`src/rtl/cfgld_pkg.sv`:
```
package cfgld_pkg;

  typedef enum logic [3:0] {
    ST_IDLE,
    ST_RST_HOLD,
    ST_CLEAR,
    ST_CHK_LOW,
    ST_PRE,
    ST_STREAM,
    ST_TRAIL,
    ST_CHK_HIGH,
    ST_WAKE
  } seq_state_t;

  typedef enum logic [1:0] {
    ERR_NONE   = 2'd0,
    ERR_XFER   = 2'd1,
    ERR_PIN    = 2'd2,
    ERR_STATUS = 2'd3
  } err_code_t;

  function automatic longint ceil_div(input longint num, input longint den);
    return (num + den - 1) / den;
  endfunction

endpackage

```
`src/rtl/cfgld_timer.sv`:
```
module cfgld_timer #(
  parameter int W = 17
) (
  input  logic         clk,
  input  logic         rst,
  input  logic         load_i,
  input  logic [W-1:0] val_i,
  output logic         zero_o
);

  logic [W-1:0] cnt_q;

  always_ff @(posedge clk) begin
    if (rst) begin
      cnt_q <= '0;
    end else if (load_i) begin
      cnt_q <= val_i;
    end else if (cnt_q != '0) begin
      cnt_q <= cnt_q - W'(1);
    end
  end

  assign zero_o = (cnt_q == '0);

endmodule

```
`src/rtl/cfgld_shifter.sv`:
```
module cfgld_shifter #(
  parameter int HALF_DIV = 2
) (
  input  logic       clk,
  input  logic       rst,
  input  logic       flush_i,
  input  logic       load_i,
  input  logic [7:0] byte_i,
  output logic       accept_o,
  output logic       last_o,
  output logic       sck_o,
  output logic       mosi_o
);

  localparam int DW = (HALF_DIV > 1) ? $clog2(HALF_DIV) : 1;
  localparam logic [DW-1:0] DIV_END = DW'(HALF_DIV - 1);

  logic          active_q;
  logic          phase_q;
  logic [2:0]    bit_q;
  logic [DW-1:0] div_q;
  logic [7:0]    sh_q;
  logic          half_end;

  always_comb begin
    half_end = (div_q == DIV_END);
    last_o   = active_q & phase_q & half_end & (bit_q == 3'd7);
    accept_o = ~active_q | last_o;
  end

  always_ff @(posedge clk) begin
    if (rst || flush_i) begin
      active_q <= 1'b0;
      phase_q  <= 1'b0;
      bit_q    <= '0;
      div_q    <= '0;
      sh_q     <= '0;
    end else if (load_i && accept_o) begin
      active_q <= 1'b1;
      phase_q  <= 1'b0;
      bit_q    <= '0;
      div_q    <= '0;
      sh_q     <= byte_i;
    end else if (active_q) begin
      if (half_end) begin
        div_q <= '0;
        if (!phase_q) begin
          phase_q <= 1'b1;
        end else begin
          phase_q <= 1'b0;
          if (bit_q == 3'd7) begin
            active_q <= 1'b0;
            sh_q     <= '0;
          end else begin
            bit_q <= bit_q + 3'd1;
            sh_q  <= {sh_q[6:0], 1'b0};
          end
        end
      end else begin
        div_q <= div_q + DW'(1);
      end
    end
  end

  assign sck_o  = active_q & phase_q;
  assign mosi_o = sh_q[7];

  AST_MOSI_LOW_CHANGE: assert property (@(posedge clk) disable iff (rst)
    !$stable(mosi_o) |-> !sck_o)
    else $error("mosi changed while sck high");

endmodule

```
`src/rtl/cfgld_seq.sv`:
```
module cfgld_seq
  import cfgld_pkg::*;
#(
  parameter int RST_CYC     = 20,
  parameter int CLEAR_CYC   = 120000,
  parameter int TRAIL_BYTES = 13,
  parameter int WAKE_BYTES  = 13,
  parameter int TW          = 17
) (
  input  logic          clk,
  input  logic          rst,
  input  logic          start_i,
  input  logic          done_i,
  input  logic          s_valid_i,
  input  logic [7:0]    s_data_i,
  input  logic          s_last_i,
  output logic          s_ready_o,
  input  logic          tmr_zero_i,
  output logic          tmr_load_o,
  output logic [TW-1:0] tmr_val_o,
  input  logic          sh_accept_i,
  input  logic          sh_last_i,
  output logic          sh_load_o,
  output logic          sh_flush_o,
  output logic [7:0]    sh_byte_o,
  output logic          creset_n_o,
  output logic          cs_n_o,
  output logic          busy_o,
  output logic          ok_o,
  output logic [1:0]    err_o
);

  localparam int MAXB = (TRAIL_BYTES > WAKE_BYTES) ? TRAIL_BYTES : WAKE_BYTES;
  localparam int CW   = $clog2(MAXB + 1);
  localparam logic [CW-1:0] TRAIL_N = CW'(TRAIL_BYTES);
  localparam logic [CW-1:0] WAKE_N  = CW'(WAKE_BYTES);

  seq_state_t    state_q, state_d;
  logic [CW-1:0] cnt_q, cnt_d;
  logic          got_last_q, got_last_d;
  logic [1:0]    dsync_q;
  logic          done_s;
  logic          fin_ok;
  err_code_t     fin_err;

  assign done_s = dsync_q[1];

  always_comb begin
    state_d    = state_q;
    cnt_d      = cnt_q;
    got_last_d = got_last_q;
    tmr_load_o = 1'b0;
    tmr_val_o  = '0;
    sh_load_o  = 1'b0;
    sh_flush_o = 1'b0;
    sh_byte_o  = 8'h00;
    s_ready_o  = 1'b0;
    fin_ok     = 1'b0;
    fin_err    = ERR_NONE;
    unique case (state_q)
      ST_IDLE: begin
        if (start_i) begin
          state_d    = ST_RST_HOLD;
          tmr_load_o = 1'b1;
          tmr_val_o  = TW'(RST_CYC);
        end
      end
      ST_RST_HOLD: begin
        if (tmr_zero_i) begin
          state_d    = ST_CLEAR;
          tmr_load_o = 1'b1;
          tmr_val_o  = TW'(CLEAR_CYC);
        end
      end
      ST_CLEAR: begin
        if (tmr_zero_i) state_d = ST_CHK_LOW;
      end
      ST_CHK_LOW: begin
        if (done_s) begin
          fin_err = ERR_STATUS;
        end else begin
          state_d = ST_PRE;
          cnt_d   = '0;
        end
      end
      ST_PRE: begin
        if (sh_accept_i && cnt_q == '0) begin
          sh_load_o = 1'b1;
          cnt_d     = CW'(1);
        end else if (sh_last_i) begin
          state_d    = ST_STREAM;
          got_last_d = 1'b0;
        end
      end
      ST_STREAM: begin
        if (done_s && !got_last_q) begin
          fin_err = ERR_PIN;
        end else begin
          s_ready_o = sh_accept_i & ~got_last_q;
          sh_byte_o = s_data_i;
          if (s_valid_i && s_ready_o) begin
            sh_load_o = 1'b1;
            if (s_last_i) got_last_d = 1'b1;
          end
          if (sh_last_i && got_last_q) begin
            state_d = ST_TRAIL;
            cnt_d   = '0;
          end else if (sh_last_i && !s_valid_i) begin
            fin_err = ERR_XFER;
          end
        end
      end
      ST_TRAIL: begin
        if (sh_accept_i && cnt_q < TRAIL_N) begin
          sh_load_o = 1'b1;
          cnt_d     = cnt_q + CW'(1);
        end else if (sh_last_i) begin
          state_d = ST_CHK_HIGH;
        end
      end
      ST_CHK_HIGH: begin
        if (done_s) begin
          state_d = ST_WAKE;
          cnt_d   = '0;
        end else begin
          fin_err = ERR_STATUS;
        end
      end
      ST_WAKE: begin
        if (sh_accept_i && cnt_q < WAKE_N) begin
          sh_load_o = 1'b1;
          cnt_d     = cnt_q + CW'(1);
        end else if (sh_last_i) begin
          state_d = ST_IDLE;
          fin_ok  = 1'b1;
        end
      end
      default: state_d = ST_IDLE;
    endcase
    if (fin_err != ERR_NONE) begin
      state_d    = ST_IDLE;
      sh_flush_o = 1'b1;
      sh_load_o  = 1'b0;
      s_ready_o  = 1'b0;
    end
  end

  always_ff @(posedge clk) begin
    if (rst) begin
      state_q    <= ST_IDLE;
      cnt_q      <= '0;
      got_last_q <= 1'b0;
      dsync_q    <= '0;
      creset_n_o <= 1'b1;
      cs_n_o     <= 1'b1;
      busy_o     <= 1'b0;
      ok_o       <= 1'b0;
      err_o      <= ERR_NONE;
    end else begin
      state_q    <= state_d;
      cnt_q      <= cnt_d;
      got_last_q <= got_last_d;
      dsync_q    <= {dsync_q[0], done_i};
      creset_n_o <= (state_d != ST_RST_HOLD);
      cs_n_o     <= !(state_d inside {ST_RST_HOLD, ST_CLEAR, ST_CHK_LOW, ST_STREAM});
      busy_o     <= (state_d != ST_IDLE);
      if (state_q == ST_IDLE && start_i) begin
        ok_o  <= 1'b0;
        err_o <= ERR_NONE;
      end else begin
        if (fin_ok) ok_o <= 1'b1;
        if (fin_err != ERR_NONE) err_o <= fin_err;
      end
    end
  end

  AST_CS_WITH_RESET: assert property (@(posedge clk) disable iff (rst)
    !creset_n_o |-> !cs_n_o)
    else $error("select high while target held in reset");

  AST_READY_CS_LOW: assert property (@(posedge clk) disable iff (rst)
    s_ready_o |-> (!cs_n_o && creset_n_o))
    else $error("ready offered outside the image phase");

  AST_RESULT_EXCL: assert property (@(posedge clk) disable iff (rst)
    busy_o |-> (!ok_o && err_o == ERR_NONE))
    else $error("result visible while busy");

  AST_NO_RERESET: assert property (@(posedge clk) disable iff (rst)
    (busy_o && creset_n_o) |=> creset_n_o)
    else $error("reset reasserted during a run");

endmodule

```
`src/rtl/fpga_cfg_loader.sv`:
```
module fpga_cfg_loader
  import cfgld_pkg::*;
#(
  parameter int CLK_HZ      = 100_000_000,
  parameter int RST_NS      = 200,
  parameter int CLEAR_US    = 1200,
  parameter int SCK_HALF    = 2,
  parameter int TRAIL_BYTES = 13,
  parameter int WAKE_BYTES  = 13
) (
  input  logic       clk,
  input  logic       rst,
  input  logic       start_i,
  input  logic       bs_valid_i,
  input  logic [7:0] bs_data_i,
  input  logic       bs_last_i,
  output logic       bs_ready_o,
  input  logic       cfg_done_i,
  output logic       cfg_rst_n_o,
  output logic       cfg_cs_n_o,
  output logic       cfg_sck_o,
  output logic       cfg_mosi_o,
  output logic       busy_o,
  output logic       ok_o,
  output logic [1:0] err_o
);

  localparam int RST_CYC   = int'(ceil_div(longint'(CLK_HZ) * RST_NS, 64'd1_000_000_000));
  localparam int CLEAR_CYC = int'(ceil_div(longint'(CLK_HZ) * CLEAR_US, 64'd1_000_000));
  localparam int MAX_CYC   = (RST_CYC > CLEAR_CYC) ? RST_CYC : CLEAR_CYC;
  localparam int TW        = $clog2(MAX_CYC + 1);

  logic          tmr_load, tmr_zero;
  logic [TW-1:0] tmr_val;
  logic          sh_load, sh_flush, sh_accept, sh_last;
  logic [7:0]    sh_byte;

  cfgld_timer #(.W(TW)) u_timer (
    .clk    (clk),
    .rst    (rst),
    .load_i (tmr_load),
    .val_i  (tmr_val),
    .zero_o (tmr_zero)
  );

  cfgld_shifter #(.HALF_DIV(SCK_HALF)) u_shift (
    .clk      (clk),
    .rst      (rst),
    .flush_i  (sh_flush),
    .load_i   (sh_load),
    .byte_i   (sh_byte),
    .accept_o (sh_accept),
    .last_o   (sh_last),
    .sck_o    (cfg_sck_o),
    .mosi_o   (cfg_mosi_o)
  );

  cfgld_seq #(
    .RST_CYC     (RST_CYC),
    .CLEAR_CYC   (CLEAR_CYC),
    .TRAIL_BYTES (TRAIL_BYTES),
    .WAKE_BYTES  (WAKE_BYTES),
    .TW          (TW)
  ) u_seq (
    .clk         (clk),
    .rst         (rst),
    .start_i     (start_i),
    .done_i      (cfg_done_i),
    .s_valid_i   (bs_valid_i),
    .s_data_i    (bs_data_i),
    .s_last_i    (bs_last_i),
    .s_ready_o   (bs_ready_o),
    .tmr_zero_i  (tmr_zero),
    .tmr_load_o  (tmr_load),
    .tmr_val_o   (tmr_val),
    .sh_accept_i (sh_accept),
    .sh_last_i   (sh_last),
    .sh_load_o   (sh_load),
    .sh_flush_o  (sh_flush),
    .sh_byte_o   (sh_byte),
    .creset_n_o  (cfg_rst_n_o),
    .cs_n_o      (cfg_cs_n_o),
    .busy_o      (busy_o),
    .ok_o        (ok_o),
    .err_o       (err_o)
  );

  AST_NO_SCK_IN_RESET: assert property (@(posedge clk) disable iff (rst)
    !cfg_rst_n_o |-> !cfg_sck_o)
    else $error("SPI clock active while target in reset");

endmodule

```
`config.mk`:
```
export PLATFORM = sky130hd
export DESIGN_NAME = fpga_cfg_loader
export DESIGN_NICKNAME = d
export VERILOG_FILES = /design/src/rtl/cfgld_pkg.sv /design/src/rtl/cfgld_timer.sv /design/src/rtl/cfgld_shifter.sv /design/src/rtl/cfgld_seq.sv /design/src/rtl/fpga_cfg_loader.sv
export SDC_FILE = /design/constraint.sdc
export NUM_CORES = 1
export LEC_CHECK = 0
export ABC_AREA = 1
export ABC_CLOCK_PERIOD_IN_PS = 2400
export BUFFER_PORTS_ARGS = -buffer_cell sky130_fd_sc_hd__buf_2
export CORE_ASPECT_RATIO = 0.8
export CORE_MARGIN = 2
export CORE_UTILIZATION = 50
export CTS_BUF_LIST = sky130_fd_sc_hd__clkbuf_8
export CTS_CLUSTER_SIZE = 30
export DETAILED_ROUTE_END_ITERATION = 8
export MAX_ROUTING_LAYER = met4
export PLACE_DENSITY_LB_ADDON = 0.12
export REMOVE_ABC_BUFFERS = 1
export SYNTH_ARGS = -nofsm -noshare
export SYNTH_HDL_FRONTEND = slang
export SYNTH_HIERARCHICAL = 1
export SYNTH_SLANG_ARGS = --single-unit
```
`constraint.sdc`:
```
create_clock -name clk -period 2.4 [get_ports clk]
set_clock_uncertainty 0.2 [all_clocks]
set_input_delay 0.36 -clock clk [delete_from_list [all_inputs] [get_ports clk]]
set_output_delay 0.36 -clock clk [all_outputs]
set_load 0.02 [all_outputs]
```
# After elaboration in Yosys (flattened, before gate mapping)
# Cells that the tools add are included.
[word_totals]
register_bits = 48
latchBits = 0
ram_bits = 0
romBits = 0
inputBits = 14
elab_cells = 154
memories = 0
[op_classes]
add_sub_neg = 4
mul = 0
n_div = 0
n_lt_le_gt_ge = 1
n_eq_ne = 24
shifts = 0
n_mux = 69
bitwise = 8
n_reduce_logical = 33
[op_table]
columns = ["op", "n"]
rows = [
  ["$mux W4", 20],
  ["$mux W8", 7],
  ["$mux W17", 3],
  ["$pmux W4 S9", 1],
  ["$pmux W17 S2", 1],
  ["$mux W1", 27],
  ["$eq A4 B3 Y1 const B", 5],
  ["$pmux W4 S5", 1],
  ["$logic_not A17 Y1", 1],
  ["$reduce_bool A17 Y1", 1],
  ["$sub A17 B1 Y17 const B", 1],
  ["$eq A4 B2 Y1 const B", 4],
  ["$ne A2 B1 Y1 const B", 6],
  ["$reduce_bool A2 Y1", 6],
  ["$eq A4 B1 Y1 const B", 2],
  ["$logic_and A1 B1 Y1", 8],
  ["$logic_not A4 Y1", 2],
  ["$mux W2", 4],
  ["$ne A2 B2 Y1 const B", 4],
  ["$reduce_bool A4 Y1", 2],
  ["$reduce_and A7 Y1", 1],
  ["$pmux W2 S3", 1],
  ["$reduce_and A6 Y1", 1],
  ["$reduce_or A2 Y1", 3],
  ["19 further kinds", 27],
]

# Depth between registers and ports, before layout
[logic_depth]
word_depth = 13
mapped_depth = 16
depth_no_buf = 15

# By module
# The synthesis kept the hierarchy.
[by_module_without_submodules]
columns = ["mod", "n_inst", "cells_per_inst", "area_per_inst_um2", "seq_area_each_um2"]
rows = [
  ["cfgld_seq", 1, 203, 1267.5, 340.3],
  ["cfgld_timer", 1, 188, 1177.4, 340.3],
  ["cfgld_shifter", 1, 106, 735.7, 280.3],
]

# Worst setup path after synthesis
# OpenSTA, ideal clock, no wires.
[synth_path]
kind = "register to register"
from = "register u_timer.cnt_q[0]"
to = "register u_timer.cnt_q[11]"
t_arrival_ns = 2.197
required_time_ns = 2.072
slack_ns = -0.124
stages_incl_launch_ff = 17
path_buffers = 1
period_less_slack_ns = 2.524
cell_sequence = "dfxtp_1 -> inv_1 -> ha_1 -> nand2_4 -> nor2_8 -> nand4_4 -> nor2_2 -> inv_1 -> nor3_2 -> inv_1 -> nand2_1 -> inv_1 -> buf_4 -> nand3_1 -> nand2_1 -> nand2_1 -> nor2_1"
[synth_via]
elab_chain_cells = 4
word_cells_on_any_way = 8
[synth_rtl]
columns = ["item", "line", "rtl"]
rows = [
  ["start, declared", "cfgld_timer.sv:11", "logic [W-1:0] cnt_q;"],
  ["start signal, assigned", "cfgld_timer.sv:17", "cnt_q <= val_i;"],
  ["start signal, assigned", "cfgld_timer.sv:19", "cnt_q <= cnt_q - W'(1);"],
  ["$logic_not A17 Y1 (*)", "cfgld_timer.sv:23", "assign zero_o = (cnt_q == '0);"],
  ["named net tmr_zero", "fpga_cfg_loader.sv:33", "logic tmr_load, tmr_zero;"],
  ["$mux W1 (*)", "cfgld_seq.sv:69", "if (tmr_zero_i) begin"],
  ["$pmux W1 S2 (*)", "cfgld_seq.sv:60", "unique case (state_q)"],
  ["named net tmr_load", "fpga_cfg_loader.sv:33", ""],
  ["$mux W17 / $reduce_bool A2 Y1 (equally long branches)", "-", ""],
]
# The timed path passes the listed nets; every way through them passes the cells marked *. The select of a mux whose other input is x is not followed.
# A chain may end at the register's enable or synchronous reset.

# Final worst setup path
[layout_path]
from = "register u_shift.bit_q[0]"
to = "output bs_ready_o"
[layout_via]
elab_chain_cells = 9
word_cells_on_any_way = 14
[layout_rtl]
columns = ["item", "line", "rtl"]
rows = [
  ["start, declared", "cfgld_shifter.sv:20", "logic [2:0] bit_q;"],
  ["start signal, assigned", "cfgld_shifter.sv:55", "bit_q <= bit_q + 3'd1;"],
  ["$eq A3 B3 Y1 (*)", "cfgld_shifter.sv:27", "last_o = active_q & phase_q & half_end & (bit_q == 3'd7);"],
  ["$and A1 B1 Y1 (*)", "cfgld_shifter.sv:27", ""],
  ["named net sh_last", "fpga_cfg_loader.sv:35", "logic sh_load, sh_flush, sh_accept, sh_last;"],
  ["$logic_and A1 B1 Y1", "cfgld_seq.sv:108", "end else if (sh_last_i && !s_valid_i) begin"],
  ["$mux W1", "cfgld_seq.sv:108", ""],
  ["$mux W2", "cfgld_seq.sv:105", "if (sh_last_i && got_last_q) begin"],
  ["$mux W2", "cfgld_seq.sv:96", "if (done_s && !got_last_q) begin"],
  ["$pmux W2 S3", "cfgld_seq.sv:60", ""],
  ["$reduce_bool A2 Y1", "cfgld_seq.sv:140", "if (fin_err != ERR_NONE) begin"],
  ["$mux W1 (*)", "cfgld_seq.sv:140", ""],
  ["end, declared", "fpga_cfg_loader.sv:17", "output logic bs_ready_o,"],
]
# The timed path passes the listed nets; every way through them passes the cells marked *.

==> results.yml <==
status:
  status: "finished, final reports clean"
global_route:
  antenna_found_initial: 0
  grt_first_pass_wirelength_mm: 11.90
  grt_pass1_vias: 2650
  track_usage_pct: 21.76
  overflow: 0
  grt_start_max_net_pins: 24
sta:
  fin_crit_sh_pct: 96.06
  finalSetupTns_ns: 0
  finalSetupViolCount: 0
  period_needed_ns: 2.305
  hold_violations: 0
  finalMaxSlewViolations: 0
  max_clock_freq_mhz: 433.8
routing:
  wl_met2_mm: 3.121
  met1Wirelength_mm: 3.678
  vias: 3076
  ant_nets: 0
  met3WireLength_um: 363
  drt_pre_antenna_iters: 4
  drt_wl_total_mm: 7.206
  drt_iter0_drc: 157
  post_drt_via_cell_ratio: 5.002
  wire_per_inst_um: 11.72
  route.detailed.drc: 0
  routed.top_layer: "met4"
synthesis:
  synth_top_area_cell: "dfxtp_1"
  synth.area.top_cells: "dfxtp_1 (30%), nand2_1 (17%), nand3_1 (8.5%)"
  synthesis.area_mm2: 0.003181
  yosysMostFrequentCell: "nand2_1"
  yosys-top-cells-count: "nand2_1 (140), nor2_1 (70), nand3_1 (54), dfxtp_1 (48), inv_1 (45)"
  synth_ff_type: "dfxtp_1"
  synth_area_per_cell_um2: 6.399
  syn_inst: 497
  synth_seq_area_share_pct: 30.21
  synth-edff-count: 0
  ys_seq_elements: 48
  synth_cell_types: 41
  synth_top_area_share_pct: 30.21
  async_flop_share_pct: 0
  yosys_warnings: 6
setup_path:
  r2r_start: "u_timer/cnt_q[7]"
  critPathKind: "reg2out"
  startpoint: "u_shift/bit_q[0]"
  cp_data_arrival_time_ns: 1.75
  crit_family: "simple AND/OR/NAND/NOR gates"
  required_ns: 1.84
  critPathBufInv: 2
  slowest_delay_ns: 0.35
  slowest_stage: "dfxtp_2"
  rrSetupSlack_ns: 0.16
  setup.worst_path.start_class: "register"
  crit_cells: 10
  path_max_fanout: 4
  reg2reg_depth: 13
  cpMostUsedCell: "ha_4"
  path_cells: "ha_4, ha_4, inv_4, nor2_4, nand3_1, nor2_1, nand2_1, nand3_4, nor4_4, buf_4"
  crit_path_end_kind: "primary output"
cts:
  clk_latency_ns: 0.29
  clk_path_buf_depth: 2
  cts_sinks: 48
  cts_buffers: 5
  h-tree-depth: 2
  cts_root_buffer: "clkbuf_8"
  tritoncts: "yes"
  clk_pin_slew_ns: 0.09
final_layout:
  area_growth_pct: 16.96
  layout.nets: 553
  final_core_util_pct: 61.62
  diodes: 0
  drive_above_1_share_pct: 24.16
  fin_cells: 615
floorplan:
  dieWidth_um: 93.17
  ioPinCount: 23
  core_area_mm2: 0.006037
  dieArea_mm2: 0.007019
  die_y_um: 75.34
  initial_core_util_pct: 52.68
  placementRows: 25
worst_hold_path:
  holdCritPathClass: "in2reg"
  hold-path-cell-count: 3
  worstHoldStart: "cfg_done_i"
placed_design:
  dp_cells: 598
  portBuffers: 22
  gp_congestion: 0.9267
  dp_hpwl_mm: 5.184
pwr:
  leakagePower_uw: 0.001764
  powerDensity_mw_per_mm2: 1017
  peakVddDrop_v: 0.0005930
  p_total_uw: 3785
flow_run:
  maxCapViolations: 0
per-stage QoR:
step	hold slack (ns)	setup WS, ns	cell area (µm²)
after floorplan	0.1883	-0.6040	3019
after global placement	0.1988	-0.05194	3383
after detailed placement	0.2020	-0.1603	3383
after CTS	0.05971	0.001332	3573
after global routing	0.06196	-0.02583	3720
final	0.06527	0.09463	3720
tightest hold or removal path: stages:
cell	delay (ns)
buf_2	0.09
inv_1	0.04
nor2_1	0.03
sequential cells by signal, indices dropped and copies added, names as in the netlist:
register,count
u_seq/err_o,2
u_timer/cnt_q,17
u_seq/creset_n_o,1
u_seq/cs_n_o,1
u_seq/got_last_q,1
u_shift/div_q,1
u_shift/active_q,1
u_shift/phase_q,1
u_seq/dsync_q,2
u_seq/ok_o,1
u_seq/state_q,4
u_seq/cnt_q,4
u_shift/sh_q,8
u_shift/bit_q,3
u_seq/busy_o,1
path summary, 6_finish.rpt:
check	end
worst max-delay path	bs_ready_o
worst min-delay path	u_seq/dsync_q[0]
worst max register to register	u_timer/cnt_q[1]
worst min register to register	u_seq/dsync_q[1]
layout by cell type, fill, tap and decap left out, types with 6 or more instances in the layout:
master	synthesis	routed
nand2_1	140	137
nand2_2	10	13
clkbuf_8	0	6
dfxtp_2	0	7
buf_2	3	21
nor2_1	70	65
dfxtp_1	48	40
nand3_1	54	54
conb_1	1	8
a21oi_1	22	22
o21ai_0	8	8
nor2_4	4	7
nor2_2	10	12
inv_1	45	39
inv_2	9	14
buf_4	17	23
repair_timing:
item | in CTS | in global routing
setup endpoints to repair | 19 | 30
gates resized for setup | 14 | 28
pin swaps | 4 | 10
setup buffers | 3 | 5
hold buffers | 0 | 0
cloned | 0 | 1
metal layers:
metal,vias up,track usage (%)
li1,1616,-
met1,1381,31.03
met2,72,32.21
met3,7,4.253
met4,0,4.739
met5,-,-
area by class of cell:
class | instances | area (µm²)
multi-input cells | 373 | 1967
repair buffers | 48 | 362.8
well taps | 81 | 101.3
clock inverters | 2 | 11.26
flip-flops and latches | 48 | 973.4
inverters | 57 | 221.5
clock buffers | 6 | 82.58
fillers | 567 | 2317
cell families (layout without fill, tap and decap cells):
kind of cell	Yosys count	count (layout)	share of synthesized area, %
adder cells (fa/ha/maj)	6	6	2.360
other	1	8	0.1179
buffers and inverters	83	113	12.67
multiplexers	2	2	0.6295
AND/OR/NAND/NOR	311	311	45.63
XOR/XNOR	5	5	1.377
AO/OA/AOI/OAI	41	41	7.003
flip-flops	48	48	30.21
report_power, final:
group	internal [µW]	switching [µW]
sequential	962	158
combinational	875	1290
clock	230	271
total	2070	1720
Note: power is estimated with default switching activity, not from simulation.
